### src/rtl/pwr_seq_pkg.sv
package pwr_seq_pkg;

   typedef enum logic [2:0] {
      PH_RESET  = 3'd0,
      PH_SETTLE = 3'd1,
      PH_SENSOR = 3'd2,
      PH_SEARCH = 3'd3,
      PH_DEMAG  = 3'd4,
      PH_RUN    = 3'd5
   } phase_e;

   // converts a duration in ns to whole clock cycles at the given kHz rate
   function automatic int unsigned ns_to_cyc(input int unsigned khz, input int unsigned ns);
      longint unsigned prod;
      prod = longint'(khz) * longint'(ns);
      return int'(prod / 64'd1000000);
   endfunction

endpackage

### src/rtl/pwr_seq_sync.sv
module pwr_seq_sync #(
   parameter int W      = 1,
   parameter int STAGES = 2
) (
   input  logic         clk,
   input  logic         rst_n,
   input  logic [W-1:0] d,
   output logic [W-1:0] q
);

   if (STAGES < 2) begin : g_bad_stages
      $error("pwr_seq_sync: STAGES must be at least 2");
   end
   if (W < 1) begin : g_bad_width
      $error("pwr_seq_sync: W must be at least 1");
   end

   for (genvar i = 0; i < STAGES; i++) begin : g_stg
      logic [W-1:0] r;
      if (i == 0) begin : g_first
         always_ff @(posedge clk or negedge rst_n) begin
            if (!rst_n) r <= '0;
            else        r <= d;
         end
      end else begin : g_next
         always_ff @(posedge clk or negedge rst_n) begin
            if (!rst_n) r <= '0;
            else        r <= g_stg[i-1].r;
         end
      end
   end

   assign q = g_stg[STAGES-1].r;

endmodule

### src/rtl/pwr_seq_bod.sv
module pwr_seq_bod #(
   parameter int DIP_CYC = 5000
) (
   input  logic clk,
   input  logic rst_n,
   input  logic hi_s,
   input  logic lo_s,
   output logic trip
);

   if (DIP_CYC < 0) begin : g_bad_dip
      $error("pwr_seq_bod: DIP_CYC must not be negative");
   end

   if (DIP_CYC == 0) begin : g_nofilt
      // no tolerance window: any low sample of either comparator resets
      assign trip = !lo_s || !hi_s;
   end else begin : g_filt
      localparam int CW = $clog2(DIP_CYC + 1);
      localparam logic [CW-1:0] CNT_MAX = CW'(DIP_CYC);

      logic [CW-1:0] dip_cnt;

      always_ff @(posedge clk or negedge rst_n) begin
         if (!rst_n)                dip_cnt <= '0;
         else if (hi_s)             dip_cnt <= '0;
         else if (dip_cnt != CNT_MAX) dip_cnt <= dip_cnt + 1'b1;
      end

      assign trip = !lo_s || (!hi_s && dip_cnt == CNT_MAX);

      // the dip counter saturates at the window length
      a_r9_cnt_bound: assert property (@(posedge clk) disable iff (!rst_n)
         dip_cnt <= CNT_MAX);

      // a filtered trip always follows an earlier low sample
      a_r8_dip_floor: assert property (@(posedge clk) disable iff (!rst_n)
         (trip && lo_s) |-> !$past(hi_s));
   end

endmodule

### src/rtl/pwr_seq_fsm.sv
module pwr_seq_fsm
   import pwr_seq_pkg::*;
#(
   parameter int SETTLE_CYC   = 6500,
   parameter int DEADLINE_CYC = 20000
) (
   input  logic   clk,
   input  logic   rst_n,
   input  logic   trip,
   input  logic   hi_s,
   input  logic   demag_s,
   input  logic   sat_det,
   input  logic   search_done,
   input  logic   demag_done,
   output phase_e state,
   output logic   sens_en,
   output logic   search_en,
   output logic   demag_en,
   output logic   loop_en,
   output logic   drv_hold,
   output logic   err_n
);

   localparam int AW = $clog2(DEADLINE_CYC + 1);
   localparam logic [AW-1:0] SET_LAST = AW'(SETTLE_CYC - 1);
   localparam logic [AW-1:0] DL_LAST  = AW'(DEADLINE_CYC - 1);
   localparam logic [AW-1:0] AGE_MAX  = AW'(DEADLINE_CYC);

   phase_e        nxt;
   logic [AW-1:0] age;
   logic          searched;

   always_comb begin
      nxt = state;
      if (trip) begin
         nxt = PH_RESET;
      end else begin
         case (state)
            PH_RESET:  if (hi_s) nxt = PH_SETTLE;
            PH_SETTLE: if (age == SET_LAST) nxt = PH_SENSOR;
            PH_SENSOR: begin
               if (!searched && sat_det) nxt = PH_SEARCH;
               else if (demag_s)         nxt = PH_DEMAG;
               else if (age >= DL_LAST)  nxt = PH_RUN;
            end
            PH_SEARCH: if (search_done) nxt = PH_SENSOR;
            PH_DEMAG:  if (demag_done)  nxt = PH_RUN;
            PH_RUN:    nxt = PH_RUN;
            default:   nxt = PH_RESET;
         endcase
      end
   end

   always_ff @(posedge clk or negedge rst_n) begin
      if (!rst_n) begin
         state    <= PH_RESET;
         age      <= '0;
         searched <= 1'b0;
      end else begin
         state <= nxt;
         if (trip || state == PH_RESET) begin
            age      <= '0;
            searched <= 1'b0;
         end else begin
            if (age != AGE_MAX) age <= age + 1'b1;
            if (state == PH_SEARCH && search_done) searched <= 1'b1;
         end
      end
   end

   always_comb begin
      sens_en   = (state == PH_SENSOR) || (state == PH_SEARCH) ||
                  (state == PH_DEMAG)  || (state == PH_RUN);
      search_en = (state == PH_SEARCH);
      demag_en  = (state == PH_DEMAG);
      loop_en   = (state == PH_RUN);
      drv_hold  = (state != PH_RUN);
      err_n     = (state == PH_RUN);
   end

   // settle hands over to sensor only after the full settle count
   a_r3_settle_len: assert property (@(posedge clk) disable iff (!rst_n)
      (state == PH_SENSOR && $past(state) == PH_SETTLE) |-> age == AW'(SETTLE_CYC));

   // run is entered only from sensor or demag
   a_r5_run_entry: assert property (@(posedge clk) disable iff (!rst_n)
      (state == PH_RUN && $past(state) != PH_RUN) |->
         ($past(state) == PH_SENSOR || $past(state) == PH_DEMAG));

   // run reached from sensor never precedes the deadline
   a_r6_deadline: assert property (@(posedge clk) disable iff (!rst_n)
      (state == PH_RUN && $past(state) == PH_SENSOR) |-> age >= AGE_MAX);

   // a search without a done pulse holds its phase
   a_r12_search_hold: assert property (@(posedge clk) disable iff (!rst_n)
      (state == PH_SEARCH && !search_done && !trip) |=> state == PH_SEARCH);

   // a completed search is never repeated in the same start-up
   a_r4_single_search: assert property (@(posedge clk) disable iff (!rst_n)
      (state == PH_SEARCH && $past(state) != PH_SEARCH) |-> !$past(searched));

endmodule

### src/rtl/pwr_seq.sv
module pwr_seq
   import pwr_seq_pkg::*;
#(
   parameter int CLK_KHZ     = 250000,
   parameter int SETTLE_NS   = 26000,
   parameter int DIP_NS      = 20000,
   parameter int DEADLINE_NS = 80000,
   parameter int SYNC_STAGES = 2
) (
   input  logic       clk,
   input  logic       rst_n,
   input  logic       sup_hi_ok,
   input  logic       sup_lo_ok,
   input  logic       sat_det,
   input  logic       demag_req,
   input  logic       search_done,
   input  logic       demag_done,
   output logic       por_rst,
   output logic       sens_en,
   output logic       search_en,
   output logic       demag_en,
   output logic       loop_en,
   output logic       drv_hold,
   output logic       err_n,
   output logic [2:0] phase
);

   localparam int SETTLE_CYC   = int'(ns_to_cyc(CLK_KHZ, SETTLE_NS));
   localparam int DIP_CYC      = int'(ns_to_cyc(CLK_KHZ, DIP_NS));
   localparam int DEADLINE_CYC = int'(ns_to_cyc(CLK_KHZ, DEADLINE_NS));

   if (SETTLE_CYC < 1) begin : g_bad_settle
      $error("pwr_seq: settle interval shorter than one cycle");
   end
   if (DEADLINE_CYC <= SETTLE_CYC) begin : g_bad_deadline
      $error("pwr_seq: loop deadline must exceed the settle interval");
   end
   if (SYNC_STAGES < 2) begin : g_bad_sync
      $error("pwr_seq: at least two synchronizer stages are required");
   end

   logic [2:0] async_in;
   logic [2:0] sync_out;
   logic       hi_s;
   logic       lo_s;
   logic       demag_s;
   logic       trip;
   phase_e     state;

   assign async_in = {demag_req, sup_lo_ok, sup_hi_ok};

   pwr_seq_sync #(
      .W      (3),
      .STAGES (SYNC_STAGES)
   ) u_sync (
      .clk   (clk),
      .rst_n (rst_n),
      .d     (async_in),
      .q     (sync_out)
   );

   assign hi_s    = sync_out[0];
   assign lo_s    = sync_out[1];
   assign demag_s = sync_out[2];

   pwr_seq_bod #(
      .DIP_CYC (DIP_CYC)
   ) u_bod (
      .clk   (clk),
      .rst_n (rst_n),
      .hi_s  (hi_s),
      .lo_s  (lo_s),
      .trip  (trip)
   );

   pwr_seq_fsm #(
      .SETTLE_CYC   (SETTLE_CYC),
      .DEADLINE_CYC (DEADLINE_CYC)
   ) u_fsm (
      .clk         (clk),
      .rst_n       (rst_n),
      .trip        (trip),
      .hi_s        (hi_s),
      .demag_s     (demag_s),
      .sat_det     (sat_det),
      .search_done (search_done),
      .demag_done  (demag_done),
      .state       (state),
      .sens_en     (sens_en),
      .search_en   (search_en),
      .demag_en    (demag_en),
      .loop_en     (loop_en),
      .drv_hold    (drv_hold),
      .err_n       (err_n)
   );

   assign por_rst = (state == PH_RESET) || trip;
   assign phase   = state;

   // a deep dip forces the reset phase on the following edge
   a_r10_deep_dip: assert property (@(posedge clk) disable iff (!rst_n)
      !lo_s |=> (phase == 3'd0 && por_rst));

   // any trip from the filter lands in the reset phase
   a_r9_trip_resets: assert property (@(posedge clk) disable iff (!rst_n)
      trip |=> phase == 3'd0);

   // leaving reset always goes to settle first
   a_r11_restart_order: assert property (@(posedge clk) disable iff (!rst_n)
      ($past(state) == PH_RESET && state != PH_RESET) |-> state == PH_SETTLE);

   // the loop enable never coexists with a phase enable
   a_r7_exclusive: assert property (@(posedge clk) disable iff (!rst_n)
      $onehot0({search_en, demag_en, loop_en}));

endmodule

### config.mk
export PLATFORM = sky130hd
export DESIGN_NAME = pwr_seq
export DESIGN_NICKNAME = d
export VERILOG_FILES = /design/src/rtl/pwr_seq_pkg.sv /design/src/rtl/pwr_seq_sync.sv /design/src/rtl/pwr_seq_bod.sv /design/src/rtl/pwr_seq_fsm.sv /design/src/rtl/pwr_seq.sv
export SDC_FILE = /design/constraint.sdc
export NUM_CORES = 1
export LEC_CHECK = 0
export CAP_MARGIN = 20
export CORE_MARGIN = 8
export CORE_UTILIZATION = 40
export DETAILED_ROUTE_END_ITERATION = 16
export PLACE_DENSITY = 0.68
export SYNTH_ARGS = -nofsm -noshare
export SYNTH_HDL_FRONTEND = slang
export SYNTH_SLANG_ARGS = --single-unit
### constraint.sdc
create_clock -name clk -period 1.7 [get_ports clk]
set_clock_uncertainty 0.05 [all_clocks]
set_input_delay 0.255 -clock clk [delete_from_list [all_inputs] [get_ports clk]]
set_output_delay 0.255 -clock clk [all_outputs]
set_load 0.005 [all_outputs]
* After elaboration in Yosys (flattened, before gate mapping) *
Index checks and enable logic that the tools add are counted.

word-level totals
  register bits after elaboration = 38
  input bits = 8
  output and inout bits = 10
  word-level logic and storage cells = 55

operators by class
  add/sub/neg operators = 2
  $lt $le $gt $ge = 1
  eq/ne operators = 15
  mux-type cells = 15
  reduce and logical (&&, ||, !) cells = 16

operators with widths
  cell                                                                     number
  15-bit two-way mux                                                       2
  13-bit two-way mux                                                       2
  3-bit two-way mux                                                        8
  3-bit case mux with 6 select lines                                       1
  15-bit by 1-bit adder with 15-bit output, second input constant          1
  15-bit by 13-bit equality test with 1-bit output, second input constant  1
  15-bit >= comparator, second input constant                              1
  15-bit inequality test, second input constant                            1
  13-bit by 1-bit adder with 13-bit output, second input constant          1
  13-bit equality test, second input constant                              1
  13-bit inequality test, second input constant                            1
  3-bit by 2-bit equality test with 1-bit output, second input constant    2
  3-bit equality test, second input constant                               2
  3-bit by 1-bit inequality test with 1-bit output, second input constant  2
  3-bit by 2-bit inequality test with 1-bit output, second input constant  2
  2-bit nonzero test                                                       3
  1-bit logical OR                                                         5
  5-bit by 2-bit inequality test with 1-bit output, second input constant  1
  5-bit AND reduction                                                      1
  3-bit by 1-bit equality test with 1-bit output, second input constant    1
  1-bit logical AND                                                        3
  1-bit zero test                                                          3
  3-bit zero test                                                          1
  3-bit inequality test, second input constant                             1
  1-bit two-way mux                                                        2

* Depth between registers and ports, before layout *
  depth in word-level cells = 6
  depth in mapped cells = 7
  gate-level depth less buffers = 6

* Hierarchy *
Synthesis repeated with hierarchy kept, for this count alone.

second synthesis, totals
  cells, all modules = 208
  area, all modules = 2025.7 um2

by module, submodules not included
  module        instances  cells each  area an instance (um2)  seq. area each (um2)
  pwr_seq_fsm   1          124         1143.6                  475.5
  pwr_seq_bod   1          76          720.7                   325.3
  pwr_seq_sync  1          6           150.1                   150.1
  pwr_seq       1          2           11.3                    0.0

* Worst setup path after synthesis *
No wires, ideal clock.

  path type = register to output
  from = register u_bod.g_filt.dip_cnt[0]
  to = output port por_rst
  data arrival time = 1443 ps
  data required time = 1395 ps
  setup slack = -48 ps
  stages on the path, launching flop included = 7
  buffers on the path = 1
  cell sequence = dfrtp_1 > inv_1 > ha_1 > and4b_1 > a41oi_4 > o31ai_1 > buf_6

between the ends
  word-level cells in the longest chain between the ends = 4

RTL lines
  what                    RTL line           source
  from (decl)             pwr_seq_bod.sv:22  logic [CW-1:0] dip_cnt;
  from (signal assigned)  pwr_seq_bod.sv:27  else if (dip_cnt != CNT_MAX) dip_cnt <= dip_cnt + 1'b1;
  13-bit equality test    pwr_seq_bod.sv:30  assign trip = !lo_s || (!hi_s && dip_cnt == CNT_MAX);
  1-bit logical AND       pwr_seq_bod.sv:30
  1-bit logical OR        pwr_seq_bod.sv:30
  1-bit logical OR        pwr_seq.sv:97      assign por_rst = (state == PH_RESET) || trip;
  to (decl)               pwr_seq.sv:18      output logic por_rst,

No other way between the ends.

* Worst setup path in the final report *
Ends and elaborated chain as after synthesis.

==> results.cfg <==
[status]
status = complete, but fails checks
violations = negative setup slack

[timing]
max-slew-margin-rel_pct = 67.8
post-route-min-period_ps = 1840
drv_slew = 0
tightest_slew_ps = 483
fin_ws_ps = -142
setup_violations = 3
grt_setup_unrepaired = true
timing.final.crit_share_pct = 108
finalHoldViolations = 0
max_freq_mhz = 543

[clock_tree]
clockRootBuffer = clkbuf_8
cts-htree-levels = 2
cts_tree = yes
worstSkewPairLatency_ps = 290
cts_made_buffers = 5
cts.path.max_buffers = 2
path_clk_slew_ps = 70
cts_num_sinks = 38

[die]
ios = 18
start_util_pct = 41.2
fp.dieH_um = 88.0
core_area_um2 = 5040
row_count = 26
die_w_um = 88.0
fp.dieArea_um2 = 7750

[placement]
dp_slack_ps = -263
gp_congestion = 0.832
place_hpwl_um = 3220
portBuffers = 17

[route]
drt-vias-per-instance = 5.16
routed_wl_um = 4710
final_antenna_net_count = 0
wl_per_cell_um = 13.6
first_pass_iters = 4
vias = 1791
drcViolationCount = 0
drt_iter0_drc = 140

[power]
p_int_uw = 1420
clock_power_share_pct = 41.3
power_frac_seq_pct = 50.6
p_leak_uw = 0.00134
cellPowerDensity_nw_per_um2 = 642
vdd_ir_drop_max_mv = 0.379
p_comb_share_pct = 8.1
power.switching_uw = 410
swShare_pct = 22.3

[setup_path]
timing.rr.start = u_fsm.age[0]
critPathKind = reg2out
timing.rr.end = u_fsm.state[1]
startpoint_type = register
path_max_fanout = 2
endpoint_kind = primary output
r2r_cells = 5
reg2reg_slack_ps = -50
arrival_ps = 1540
crit_required_ps = 1390

[logic_synthesis]
ys_warn_count = 0
syn_inst = 209
synth-async-reset-ratio_pct = 100
synth-main-ff-cell = dfrtp_1
ys_seq_area_share_pct = 45.8
syn-cell-area_um2 = 2080
syn-num-nets = 221
synth.ff_latch_count = 38
avgSynthCellArea_um2 = 9.93
synth.top_cells.by_area = dfrtp_1, xor2_1, nor2_1
yosysUniqueCellTypes = 44
yosysTopAreaCellShare_pct = 45.8
synth_edf_count = 0
synth_top_area_cell = dfrtp_1

[worst_hold_path]
timing.hold.worst_endpoint = u_sync.q[0]
hold_start = u_sync.g_stg[0].r[0]
hold_path_class = reg2reg
hold_depth = 0

[grt]
grt_start_max_net_pins = 39
grt_util_all_layers_pct = 13.3
grt_pass1_vias = 1747
antenna_found_initial = 0
grt_pass1_wl_um = 8110
grt_overflow_total = 0

[layout]
mostFrequentLayoutCells = buf_4, dfrtp_1, nor2_1, xor2_1
finalNetCount = 288
antenna_cells = 0
final_layout_size_suffix_gt1_share_pct = 31.0
regArea_um2 = 952
fin_util_pct = 56.7
multiInputGateArea_um2 = 1090
fill_cells = 429
area_growth_pct = 37.6
final_common_cell = buf_4

[job]
cap_violations = 0
state kept, by name, indices dropped and copies added (netlist names):
| name | cells |
|---|---|
| u_fsm.age | 15 |
| u_bod.g_filt.dip_cnt | 13 |
| u_fsm.state | 3 |
| u_sync.g_stg.r | 3 |
| u_sync.q | 3 |
| u_fsm.searched | 1 |
timing repair:
| action | CTS | global route |
|---|---|---|
| setup buffers | 10 | 2 |
| pin swaps | 5 | 2 |
| resized for setup | 27 | 12 |
| hold buffers | 1 | 0 |
| setup endpoints to repair | 12 | 8 |
| endpoints found under the hold margin | 38 | 0 |
per-layer routing:
layer	wire length [um]	vias up	track usage [%]
met5	0	-	0
met4	72	0	4.92
met3	292	6	3.47
met2	2100	46	19.8
met1	2250	874	17.8
li1	-	865	-
power by group through the flow:
stage | registers (uW) | logic, uW | clock network, uW
floorplan | 947 | 51.1 | 0
detailed placement | 946 | 129 | 0
finish | 928 | 148 | 757
CTS | 928 | 137 | 775
global route | 930 | 166 | 816
global placement | 945 | 129 | 0
worst max path at each step:
| stage | from | to | slack, ps | depth (start not counted) |
|---|---|---|---|---|
| floorplan | u_bod.g_filt.dip_cnt[0] | por_rst | 5 | 6 |
| global placement | u_bod.g_filt.dip_cnt[0] | por_rst | -240 | 6 |
| detailed placement | u_bod.g_filt.dip_cnt[0] | por_rst | -260 | 6 |
| CTS | u_bod.g_filt.dip_cnt[1] | por_rst | -160 | 6 |
| global route | u_bod.g_filt.dip_cnt[0] | por_rst | -230 | 6 |
| finish | u_bod.g_filt.dip_cnt[0] | por_rst | -140 | 6 |
cell families after synthesis:
group | synth area share [%]
DFF | 45.8
adders and majority gates | 2.41
buffers and inverters | 4.88
AOI/OAI and AO/OA | 8.38
and+or+nand+nor | 27.8
xor gates and xnor gates | 9.70
muxes | 0.964
cells in the mapped netlist (2+ instances only):
cell type,n
nor2_1,27
dfrtp_1,38
nor3_1,5
xor2_1,21
nand4_1,11
and3_1,2
ha_1,4
clkbuf_1,6
inv_1,9
nand3_1,9
o31ai_1,3
nand3b_1,2
and4_1,7
mux2i_1,2
nand2b_1,4
o21ai_0,5
a21oi_1,6
xnor2_1,2
or3_1,2
buf_6,2
nand4b_1,2
buf_2,3
a211o_1,2
and2_1,4
nand2_1,11
nor2b_1,2
critical path, stage by stage (launching register included):
cell and delay [ps]:
dfrtp_1 340, inv_1 50, ha_2 160, and4b_2 240, a41oi_4 180, o31ai_4 130
buf_2 150
cell type report:
cell class / count / area share (%)
Clock buffer: 5 / 2.41
Clock inverter: 3 / 1.40
Inverter: 9 / 1.18
Multi-Input combinational cell: 150 / 38.2
Sequential cell: 38 / 33.3
Tap cell: 70 / 3.07
Timing Repair Buffer: 72 / 20.5
through the flow:
| step | total power [uW] | instance area (um^2) | instances | TNS [ps] | hold slack, ps |
|---|---|---|---|---|---|
| after CTS | 1840 | 2800 | 345 | -202 | 302 |
| after floorplan | 999 | 2080 | 209 | 0 | -90.6 |
| after global placement | 1070 | 2580 | 326 | -417 | 283 |
| after detailed placement | 1070 | 2580 | 326 | -527 | 286 |
| after global routing | 1910 | 2860 | 347 | -634 | 315 |
| final | 1830 | 2860 | 347 | -199 | 299 |
No activity file was read; power rests on OpenSTA's default activity.
